$ cat config.mk
export PLATFORM = sky130hd
export DESIGN_NAME = seg_page_xlate
export DESIGN_NICKNAME = d
export VERILOG_FILES = /design/src/rtl/seg_xlate_pkg.sv /design/src/rtl/xl_seg_table.sv /design/src/rtl/xl_bound_calc.sv /design/src/rtl/xl_walk_ctrl.sv /design/src/rtl/seg_page_xlate.sv
export SDC_FILE = /design/constraint.sdc
export NUM_CORES = 1
export LEC_CHECK = 0
export BUFFER_PORTS_ARGS = -buffer_cell sky130_fd_sc_hd__clkbuf_2
export CAP_MARGIN = 20
export CORE_MARGIN = 2
export CORE_UTILIZATION = 30
export DETAILED_ROUTE_END_ITERATION = 8
export PLACE_DENSITY_LB_ADDON = 0.15
export SETUP_SLACK_MARGIN = 0.15
export SYNTH_ARGS = -nofsm -noshare
export SYNTH_HDL_FRONTEND = slang
export SYNTH_SLANG_ARGS = --single-unit
$ cat constraint.sdc
create_clock -name clk -period 13.86 [get_ports clk]
set_input_delay 2.772 -clock clk [delete_from_list [all_inputs] [get_ports clk]]
set_output_delay 2.772 -clock clk [all_outputs]
set_load 0.05 [all_outputs]
$ cat src/rtl/seg_xlate_pkg.sv
package seg_xlate_pkg;
  typedef enum logic [1:0] {
    XL_IDLE  = 2'd0,
    XL_ISSUE = 2'd1,
    XL_WAIT  = 2'd2,
    XL_RESP  = 2'd3
  } xl_state_e;
endpackage

$ cat src/rtl/xl_seg_table.sv
module xl_seg_table #(
  parameter int SEG_W = 3,
  parameter int VPN_W = 17,
  parameter int PA_W  = 30
) (
  input  logic             clk,
  input  logic             rst_n,
  input  logic             wr_en,
  input  logic [SEG_W-1:0] wr_idx,
  input  logic [PA_W-1:0]  wr_base,
  input  logic [VPN_W-1:0] wr_bound,
  input  logic [SEG_W-1:0] rd_idx,
  output logic [PA_W-1:0]  rd_base,
  output logic [VPN_W-1:0] rd_bound
);
  localparam int NSEG = 1 << SEG_W;

  logic [NSEG*PA_W-1:0]  base_flat;
  logic [NSEG*VPN_W-1:0] bound_flat;

  for (genvar g = 0; g < NSEG; g++) begin : g_slot
    logic [PA_W-1:0]  base_q;
    logic [VPN_W-1:0] bound_q;
    always_ff @(posedge clk) begin
      if (!rst_n) begin
        base_q  <= '0;
        bound_q <= '0;
      end else if (wr_en && (wr_idx == SEG_W'(g))) begin
        base_q  <= wr_base;
        bound_q <= wr_bound;
      end
    end
    assign base_flat[g*PA_W +: PA_W]    = base_q;
    assign bound_flat[g*VPN_W +: VPN_W] = bound_q;
  end

  // Read sees register contents, so a same-cycle write is not visible yet.
  assign rd_base  = base_flat[rd_idx*PA_W +: PA_W];
  assign rd_bound = bound_flat[rd_idx*VPN_W +: VPN_W];
endmodule

$ cat src/rtl/xl_bound_calc.sv
module xl_bound_calc #(
  parameter int VPN_W     = 17,
  parameter int PA_W      = 30,
  parameter int PTE_BYTES = 4
) (
  input  logic [VPN_W-1:0] vpn,
  input  logic [PA_W-1:0]  base,
  input  logic [VPN_W-1:0] bound,
  output logic             over,
  output logic [PA_W-1:0]  pte_addr
);
  localparam int PTE_SH = $clog2(PTE_BYTES);

  assign over     = vpn > bound;
  assign pte_addr = base + (PA_W'(vpn) << PTE_SH);
endmodule

$ cat src/rtl/xl_walk_ctrl.sv
module xl_walk_ctrl
  import seg_xlate_pkg::*;
#(
  parameter int OFF_W = 12,
  parameter int PPN_W = 18,
  parameter int PA_W  = 30
) (
  input  logic             clk,
  input  logic             rst_n,
  input  logic             req_valid,
  output logic             req_ready,
  input  logic [OFF_W-1:0] in_off,
  input  logic             in_over,
  input  logic [PA_W-1:0]  in_pte_addr,
  output logic             mem_rd_valid,
  input  logic             mem_rd_ready,
  output logic [PA_W-1:0]  mem_rd_addr,
  input  logic             mem_resp_valid,
  output logic             mem_resp_ready,
  input  logic [PPN_W-1:0] mem_resp_data,
  output logic             rsp_valid,
  input  logic             rsp_ready,
  output logic [PA_W-1:0]  rsp_paddr,
  output logic             rsp_fault
);
  xl_state_e        st_q;
  logic [OFF_W-1:0] off_q;
  logic [PA_W-1:0]  addr_q;
  logic [PA_W-1:0]  paddr_q;
  logic             fault_q;

  always_ff @(posedge clk) begin
    if (!rst_n) begin
      st_q    <= XL_IDLE;
      off_q   <= '0;
      addr_q  <= '0;
      paddr_q <= '0;
      fault_q <= 1'b0;
    end else begin
      unique case (st_q)
        XL_IDLE: if (req_valid) begin
          off_q <= in_off;
          if (in_over) begin
            paddr_q <= '0;
            fault_q <= 1'b1;
            st_q    <= XL_RESP;
          end else begin
            addr_q <= in_pte_addr;
            st_q   <= XL_ISSUE;
          end
        end
        XL_ISSUE: if (mem_rd_ready) st_q <= XL_WAIT;
        XL_WAIT: if (mem_resp_valid) begin
          paddr_q <= {mem_resp_data, off_q};
          fault_q <= 1'b0;
          st_q    <= XL_RESP;
        end
        XL_RESP: if (rsp_ready) st_q <= XL_IDLE;
        default: st_q <= XL_IDLE;
      endcase
    end
  end

  assign req_ready      = (st_q == XL_IDLE);
  assign mem_rd_valid   = (st_q == XL_ISSUE);
  assign mem_resp_ready = (st_q == XL_WAIT);
  assign rsp_valid      = (st_q == XL_RESP);
  assign mem_rd_addr    = addr_q;
  assign rsp_paddr      = paddr_q;
  assign rsp_fault      = fault_q;
endmodule

$ cat src/rtl/seg_page_xlate.sv
module seg_page_xlate #(
  parameter int SEG_W     = 3,
  parameter int VPN_W     = 17,
  parameter int OFF_W     = 12,
  parameter int PPN_W     = 18,
  parameter int PTE_BYTES = 4,
  parameter int VA_W      = SEG_W + VPN_W + OFF_W,
  parameter int PA_W      = PPN_W + OFF_W
) (
  input  logic             clk,
  input  logic             rst_n,
  input  logic             seg_wr_en,
  input  logic [SEG_W-1:0] seg_wr_idx,
  input  logic [PA_W-1:0]  seg_wr_base,
  input  logic [VPN_W-1:0] seg_wr_bound,
  input  logic             req_valid,
  output logic             req_ready,
  input  logic [VA_W-1:0]  req_vaddr,
  output logic             mem_rd_valid,
  input  logic             mem_rd_ready,
  output logic [PA_W-1:0]  mem_rd_addr,
  input  logic             mem_resp_valid,
  output logic             mem_resp_ready,
  input  logic [PPN_W-1:0] mem_resp_data,
  output logic             rsp_valid,
  input  logic             rsp_ready,
  output logic [PA_W-1:0]  rsp_paddr,
  output logic             rsp_fault
);
  logic [SEG_W-1:0] va_seg;
  logic [VPN_W-1:0] va_vpn;
  logic [OFF_W-1:0] va_off;
  logic [PA_W-1:0]  sel_base;
  logic [VPN_W-1:0] sel_bound;
  logic             over;
  logic [PA_W-1:0]  pte_addr;

  assign va_seg = req_vaddr[VA_W-1 -: SEG_W];
  assign va_vpn = req_vaddr[OFF_W +: VPN_W];
  assign va_off = req_vaddr[OFF_W-1:0];

  xl_seg_table #(.SEG_W(SEG_W), .VPN_W(VPN_W), .PA_W(PA_W)) u_table (
    .clk(clk), .rst_n(rst_n),
    .wr_en(seg_wr_en), .wr_idx(seg_wr_idx), .wr_base(seg_wr_base), .wr_bound(seg_wr_bound),
    .rd_idx(va_seg), .rd_base(sel_base), .rd_bound(sel_bound)
  );

  xl_bound_calc #(.VPN_W(VPN_W), .PA_W(PA_W), .PTE_BYTES(PTE_BYTES)) u_calc (
    .vpn(va_vpn), .base(sel_base), .bound(sel_bound),
    .over(over), .pte_addr(pte_addr)
  );

  xl_walk_ctrl #(.OFF_W(OFF_W), .PPN_W(PPN_W), .PA_W(PA_W)) u_ctrl (
    .clk(clk), .rst_n(rst_n),
    .req_valid(req_valid), .req_ready(req_ready),
    .in_off(va_off), .in_over(over), .in_pte_addr(pte_addr),
    .mem_rd_valid(mem_rd_valid), .mem_rd_ready(mem_rd_ready), .mem_rd_addr(mem_rd_addr),
    .mem_resp_valid(mem_resp_valid), .mem_resp_ready(mem_resp_ready), .mem_resp_data(mem_resp_data),
    .rsp_valid(rsp_valid), .rsp_ready(rsp_ready), .rsp_paddr(rsp_paddr), .rsp_fault(rsp_fault)
  );
endmodule

==> results list, run 1 <==
- The worst register-to-register path begins at u_table.g_slot[7].bound_q[2]$_SDFFE_PN0P_.
* Die boundary height: 262 um
* Vias per cell: 5.11
- The die is 262 um wide.
- GRT Total Usage: 19.6%
* Number of clock sinks seen by CTS: 451
- Die area: 68600 um^2
* Antenna violation net count after detailed routing: 0
- The worst setup path is launched from an input port.
- Cells with a size suffix above 1 make up 17.6% of the layout.
- Highest clock rate: 142 MHz
* Post-route insts no fill: 3260
- Across all layers, the routed design uses 16600 vias.
- Final Hold Vio Count: 0
* Post-synthesis async set-or-reset flop share: 0%
- CTS Root Cell: clkbuf_16
* Core footprint: 65900 um^2
- Number of stages on the worst hold path: 2
- After clock tree synthesis, the clock-pin slew on the worst setup and hold paths is 60 ps.
- Cells resized by post-CTS repair: 0
* Standard-cell rows: 94
- Detailed placement ended at an HPWL of 39600 um.
* Post-synthesis cell type with the largest combined area: dfxtp_1
* Synth Instances: 2328
- Across all register-to-register paths, the minimum setup slack is 9920 ps.
- Destination of the worst register-to-register timing path: u_ctrl.mem_rd_addr[26]$_SDFFE_PN0P_
- In this run, synthesis produced a sequential element count of 451.
* Result of the run: finished, final reports clean
- The number of setup buffers added after CTS is 0.
* Max-slew headroom at the worst pin: 30.4%
- Setup repair after global routing left no endpoint under its margin.
- After the first detailed-routing iteration, the DRC count stood at 1087.
- Total Nets Final: 2499
* Cells taking the most area after synthesis: dfxtp_1, nand2_1, a21oi_1
- During I/O placement, the number of pins put on the boundary was 172.
- Required time of the critical path: 14350 ps
* Number of buffer cells added on primary ports: 171
* Peak fanout along the critical path: 59
* Least-Margin Pin Slew: 1040 ps
* Worst r2r path cells: 10
- TritonCTS built the clock tree.
- The area growth from synthesis to layout is 15.1%.
* Inserted Clock Buffers: 50
- Largest vdd supply drop: 0.0768 mV
* Post-route clock skew: 12.5 ps
* Number of distinct standard cells referenced by the synthesized netlist: 68
* Number of enable flip-flop cells after synthesis: 0
- The library cells used most frequently in the layout, excluding fill and tap cells, are nand2_1, dfxtp_1, a21oi_1.
- The startpoint identified for the worst hold timing path is u_table.g_slot[6].base_q[26]$_SDFFE_PN0P_.
* Critical path endpoint category: flop
* Antenna violations before repair: 3
* Minimum clock period after layout: 7050 ps
* Drt first pass iters: 7
- Each instance of the synthesized netlist takes up on average 8.58 um^2.
- Max Slew Vio Count: 0
* Effective utilization at floorplan: 30.3%
- Power density normalized to cell area: 138 nW/um^2
- Wire length of the first global-routing pass: 102000 um
* Count of placed standard cells including taps: 3164
- In this run, post-CTS hold repair placed 0 buffers.
* Category of the critical setup timing path: in2reg
* DRC errors left: 0
- WL/cell: 21.0 um
- The min-delay analysis places its worst path in the category reg2reg.
* Syn Nets: 2474
- Overflow after GRT: 0
- Hold Crit Endpoint: u_table.g_slot[6].base_q[26]$_SDFFE_PN0P_
- Commonest non-fill, non-tap cell in the layout: nand2_1
- Total number of H-tree levels: 2
* Synthesized cell area: 20000 um^2
* Arrival time worst endpoint: 7540 ps
- Sequential fraction of the synthesis area: 45.2%
- Yosys warning total: 0
* TNS Setup: 0 ps
- In this run the static leakage power is 8.25 nW.
- Ratio of final minimum period to clock period: 50.9%
- Entering global routing, the biggest net connects 151 pins.
- The synthesized design devotes to its leading area cell type 45.2% of total area.
- Skew-Pair Late Insertion Delay: 590 ps
- In the synthesized netlist the dominant register cell turns out to be dfxtp_1.
- Clock tree buffer depth: 3
- Number of global-route vias before repair: 15800
- Total wire length after detailed routing: 68500 um
- Maxcap violations: 0
- The congestion estimate from routability-driven global placement came to 0.795.
- Setup violations remaining at the end of the flow were counted as 0.
[cell usage after synthesis, drive strengths merged (3+ instances only)]
| cell | count |
|---|---|
| mux2i | 30 |
| nor3 | 11 |
| inv | 13 |
| o21ai | 13 |
| ha | 38 |
| or3 | 3 |
| nor2 | 32 |
| a22o | 30 |
| nand3 | 22 |
| nand2 | 813 |
| o22ai | 13 |
| dfxtp | 451 |
| xor2 | 8 |
| mux2 | 22 |
| and3 | 4 |
| o21a | 3 |
| a21boi | 3 |
| mux4 | 94 |
| and2 | 3 |
| a21oi | 418 |
| o32ai | 3 |
| a21o | 14 |
| nand2b | 4 |
| nor2b | 6 |
| clkbuf | 185 |
| xnor2 | 8 |
| a31oi | 3 |
| a211oi | 9 |
| nand4 | 8 |
| and4 | 5 |
| buf | 35 |
[layer usage]
metal,global-route usage [%],vias up,part of all wire (%)
met5,0,-,0.044
met4,4.65,4,1.6
met3,2.93,73,6.2
met2,32.4,509,47
met1,26.9,8081,45
li1,-,7976,-
[state kept, by name, indices dropped and copies added, names as in the netlist]
register / cells
u_ctrl.mem_rd_addr: 30
u_ctrl.rsp_fault: 1
u_ctrl.st_q: 2
u_table.g_slot.base_q: 240
u_ctrl.rsp_paddr: 30
u_table.g_slot.bound_q: 136
u_ctrl.off_q: 12
[worst max path at each step]
stage	start	endpoint	slack, ps	depth (start not counted)
6_report	req_vaddr[29]	u_ctrl.mem_rd_addr[26]$_SDFFE_PN0P_	6810	12
2_1_floorplan	req_vaddr[29]	u_ctrl.mem_rd_addr[28]$_SDFFE_PN0P_	7450	16
5_1_grt	req_vaddr[29]	u_ctrl.mem_rd_addr[24]$_SDFFE_PN0P_	6370	12
3_3_place_gp	req_vaddr[29]	u_ctrl.mem_rd_addr[26]$_SDFFE_PN0P_	6150	12
3_5_place_dp	req_vaddr[29]	u_ctrl.mem_rd_addr[26]$_SDFFE_PN0P_	6120	12
4_1_cts	req_vaddr[29]	u_ctrl.mem_rd_addr[26]$_SDFFE_PN0P_	6710	12
[layout make-up]
| type | count | area, um^2 |
|---|---|---|
| diodes | 2 | 5.00 |
| clock buffers | 83 | 1630 |
| clock inverters | 10 | 86.3 |
| fillers | 6782 | 42900 |
| inverters | 13 | 56.3 |
| multi-input cells | 1644 | 10000 |
| flip-flops and latches | 451 | 9030 |
| well taps | 864 | 1080 |
| repair buffers | 193 | 1050 |
[stage by stage]
step	setup WS, ps	power, mW	area (um^2)	util (%)	hold slack, ps
3_5_place_dp	6120	1.84	21200	32.2	445
2_1_floorplan	7450	1.71	20000	-	432
5_1_grt	6370	3.30	23000	34.9	468
3_3_place_gp	6150	1.84	21200	32.2	439
6_report	6810	3.18	23000	34.9	451
4_1_cts	6710	3.21	22900	34.8	453
[power breakdown]
| part | internal (mW) | switching [mW] |
|---|---|---|
| registers | 1.35 | 0.0281 |
| logic | 0.125 | 0.316 |
| clock network | 0.817 | 0.544 |
[kinds of logic (layout without fill, tap and decap cells)]
| family | count (synthesis) | after routing | synth area share, % |
|---|---|---|---|
| and+or+nand+nor | 919 | 919 | 18.3 |
| AOI/OAI and AO/OA | 524 | 524 | 14.6 |
| DFF | 451 | 451 | 45.2 |
| buffers and inverters | 233 | 299 | 5.08 |
| muxes | 146 | 146 | 13.6 |
| adders and majority gates | 39 | 39 | 2.48 |
| xor gates and xnor gates | 16 | 16 | 0.702 |
| other | 0 | 2 | 0 |
[critical path, stage by stage]
cell,delay [ps]
buf_6,640
buf_4,750
mux4_2,580
mux2i_1,190
ha_1,270
and3_1,160
a21oi_1,140
a21oi_1,110
or4_1,700
nand2_4,420
nand2_2,300
o32ai_1,340
(Power assumes the default switching activity.)
==> inputs of run 2 (changes only) <==
Clock period 13.86 ns to 5.9 ns, I/O delays scaled along.
==> results list, run 2 (same netlist as run 1, synthesis figures left out) <==
* Fraction of power spent switching nets: 28.0% (+0.098 points)
- Skew-Pair Late Insertion Delay: 610 ps (+20 ps)
* Final Total Pwr: 7.57 mW (+140%)
* Total internal power: 5.44 mW (+140%)
- The largest registers in the layout are u_table.g_slot.base_q x240, u_table.g_slot.bound_q x136.
* Total non-filler cell area in the finished layout: 23100 um^2 (+0.63%)
- The highest ir drop seen on vdd is 0.188 mV (+150%).
* Arrival time worst endpoint: 4910 ps (-2630 ps)
* Clock share of power: 43.5% (+0.7 points)
* DR vias: 16600 (-0.030%)
- Cell with the biggest individual delay on the critical path: or4_1
- Antenna violation net count after detailed routing: 0 (unchanged)
- The via count of the first global-routing pass was 16300 (+3.1%).
* Inserted Clock Buffers: 51 (+2.0%)
* Post-route clock skew: 19.5 ps (+6.97 ps)
- The maximum root-to-sink buffer count is 3 (unchanged).
- Standard-cell rows: 94 (unchanged)
- The count of TritonRoute iterations in the first routing pass was 5 (-2).
- The largest stage delay on the critical path is 670 ps (-80 ps).
- Clock slew seen by the registers of the worst setup and hold paths: 60 ps (about the same)
* CTS tree: done
- Effective utilization at floorplan: 30.3% (unchanged)
* WL/cell: 21.1 um (+0.39%)
* Number of buffer cells added on primary ports: 171 (unchanged)
* DRC errors left: 0 (unchanged)
- Category of the critical setup timing path: in2reg
* Maximum number of pins on one net before global-route repair: 152 (+0.66%)
- Worst r2r path cells: 10 (unchanged)
- Post-route insts no fill: 3269 (+0.28%)
- The sum of routed wire segments on met1 came to 30200 um (-3.2%).
- The final weighted congestion of routability-driven global placement came to 0.816 (+2.5%).
- Required time of the critical path: 6400 ps (-7950 ps)
- Total number of H-tree levels: 2 (unchanged)
* Buffers inserted by post-CTS timing repair: 0 (unchanged)
- The flow ran to the end, and the final reports show no timing, DRC or antenna violations.
- The slack of the worst reg-to-reg path came to 2330 ps (-7590 ps).
- Maxcap violations: 0 (unchanged)
* Commonest non-fill, non-tap cell in the layout: nand2_1
* Post-Place Cell Area: 21400 um^2 (+0.79%)
- Destination of the worst register-to-register timing path: u_ctrl.mem_rd_addr[24]$_SDFFE_PN0P_
- The flip-flop count of the largest register, all copies and words added came to 240 (unchanged).
- STA classifies the critical path startpoint as an input port.
- The routed length on met3 came to 4350 um (+2.9%).
* Area grow syn2layout: 15.8%
- The clock sink count is 451 (unchanged).
- The cell depth of the worst min-delay path was 2 (unchanged).
* Setup repair after global routing missed its margin: no
* Met2 wirelength from detailed routing: 33300 um (+4.3%)
- Die boundary height: 262 um (unchanged)
* Beginning of the worst register-to-register path: u_table.g_slot[3].bound_q[4]$_SDFFE_PN0P_
* Fraction of power consumed by sequential logic: 42.7% (-0.6 points)
- Final-report setup violation count: 0 (unchanged)
* GRT Total Usage: 19.9% (+0.34 points)
* DP HPWL: 41800 um (+5.5%)
- Highest clock rate: 227 MHz
- The leakage component of the power came to 8.32 nW (+0.86%).
- The worst hold path terminates at u_table.g_slot[3].bound_q[8]$_SDFFE_PN0P_.
- The fraction of final layout cells with drive strength greater than 1 was 17.9% (+0.31 points).
* Path type of the worst min-delay path: reg2reg
- Iteration-0 DRC count of the detailed router: 1096 (+0.83%)
* Antenna violations before repair: 6 (+3)
* Die area: 68600 um^2 (unchanged)
- CTS Root Cell: clkbuf_16
* Overflow after GRT: 0 (unchanged)
- Final Hold Vio Count: 0 (unchanged)
* Number of hold buffers added after CTS: 0 (unchanged)
* Worst Min Path Start: u_table.g_slot[3].bound_q[8]$_SDFFE_PN0P_
- Wire length of the first global-routing pass: 103000 um (+1.4%)
- Count of placed standard cells including taps: 3177 (+0.41%)
- The remaining max-slew budget at the tightest pin came to 24.1% (-6.2 points).
- Power density normalized to cell area: 327 nW/um^2 (+140%)
* Least-Margin Pin Slew: 1140 ps (+90.9 ps)
- Minimum clock period after layout: 4410 ps
* Combinational share of power: 13.8% (about the same)
* Max Slew Vio Count: 0 (unchanged)
- Most frequent cells in the layout: nand2_1, dfxtp_1, a21oi_1
- The switching component of the power is 2.12 mW (+140%).
* Cells resized by post-CTS repair: 0 (unchanged)
* Core footprint: 65900 um^2 (unchanged)
- Ratio of final minimum period to clock period: 74.7%
* Critical path endpoint category: flop
* Horizontal extent of the die: 262 um (unchanged)
- Peak fanout along the critical path: 31 (-47%)
- Total I/O pin count: 172 (unchanged)
- The aggregate negative setup slack came to 0 ps (unchanged).
- Total Nets Final: 2512 (+0.52%)
- Vias per cell: 5.09 (-0.31%)
* Filler cells: 6727 (-0.81%)
- Critical Path Most Common Cell: a21o_1
- Register with the most flip-flops: u_table.g_slot.base_q
- Highest routing layer actually used: met5
- Total wire length after detailed routing: 69000 um (+0.67%)
- The critical path goes through buf_6 > buf_12 > mux4_2 > mux2i_1 > ha_1 > a21o_1 > a21o_1 > a21o_1 > or4_1 > nand2_4 > nand2_2 > o32ai_1.
## run 2: routing by layer
layer	vias up	global-route usage, %
met4	8	4.55
li1	7990	-
met3	83	4.22
met2	447	34.3
met1	8110	25.5
met5	-	0
## run 2: power groups by stage
| stage | Combinational (mW) | Clock [mW] | Sequential, mW |
|---|---|---|---|
| floorplan | 0.597 | 0 | 3.43 |
| global placement | 1.03 | 0 | 3.29 |
| detailed placement | 1.05 | 0 | 3.30 |
| CTS | 1.05 | 3.38 | 3.23 |
| global route | 1.13 | 3.50 | 3.25 |
| finish | 1.04 | 3.29 | 3.23 |
## run 2: final cells by class
type	instances	area (um^2)	share of cell area, %
clock buffer	76	1510	6.53
clock inverter	14	209	0.904
timing repair buffer	205	1190	5.15
multi-input combinational	1644	10000	43.4
sequential	451	9030	39.1
tap	864	1080	4.68
inverter	13	56.3	0.244
antenna	2	5.00	0.0217
## run 2: through the flow
step | utilization, % | setup slack (ps) | hold slack (ps)
2_1_floorplan | - | 1080 | 432
3_3_place_gp | 32.4 | 873 | 437
3_5_place_dp | 32.5 | 879 | 444
4_1_cts | 35.1 | 1490 | 452
5_1_grt | 35.1 | 1220 | 471
6_report | 35.1 | 1490 | 453
## run 2: how the worst max path moves through the flow
stage / from / endpoint / slack [ps] / depth (start not counted)
2_1_floorplan: req_vaddr[29] / u_ctrl.mem_rd_addr[28]$_SDFFE_PN0P_ / 1080 / 16
3_3_place_gp: req_vaddr[29] / u_ctrl.mem_rd_addr[23]$_SDFFE_PN0P_ / 870 / 13
3_5_place_dp: req_vaddr[29] / u_ctrl.mem_rd_addr[26]$_SDFFE_PN0P_ / 880 / 12
4_1_cts: req_vaddr[29] / u_ctrl.mem_rd_addr[24]$_SDFFE_PN0P_ / 1490 / 12
5_1_grt: req_vaddr[29] / u_ctrl.mem_rd_addr[24]$_SDFFE_PN0P_ / 1220 / 12
6_report: req_vaddr[29] / u_ctrl.mem_rd_addr[24]$_SDFFE_PN0P_ / 1490 / 12
## run 2: critical path: cells and delay by family
kind / cells / cell delay (ps)
and+or+nand+nor: 3 / 1200
AOI/OAI and AO/OA: 4 / 900
muxes: 2 / 770
buffers and inverters: 2 / 540
adders and majority gates: 1 / 290
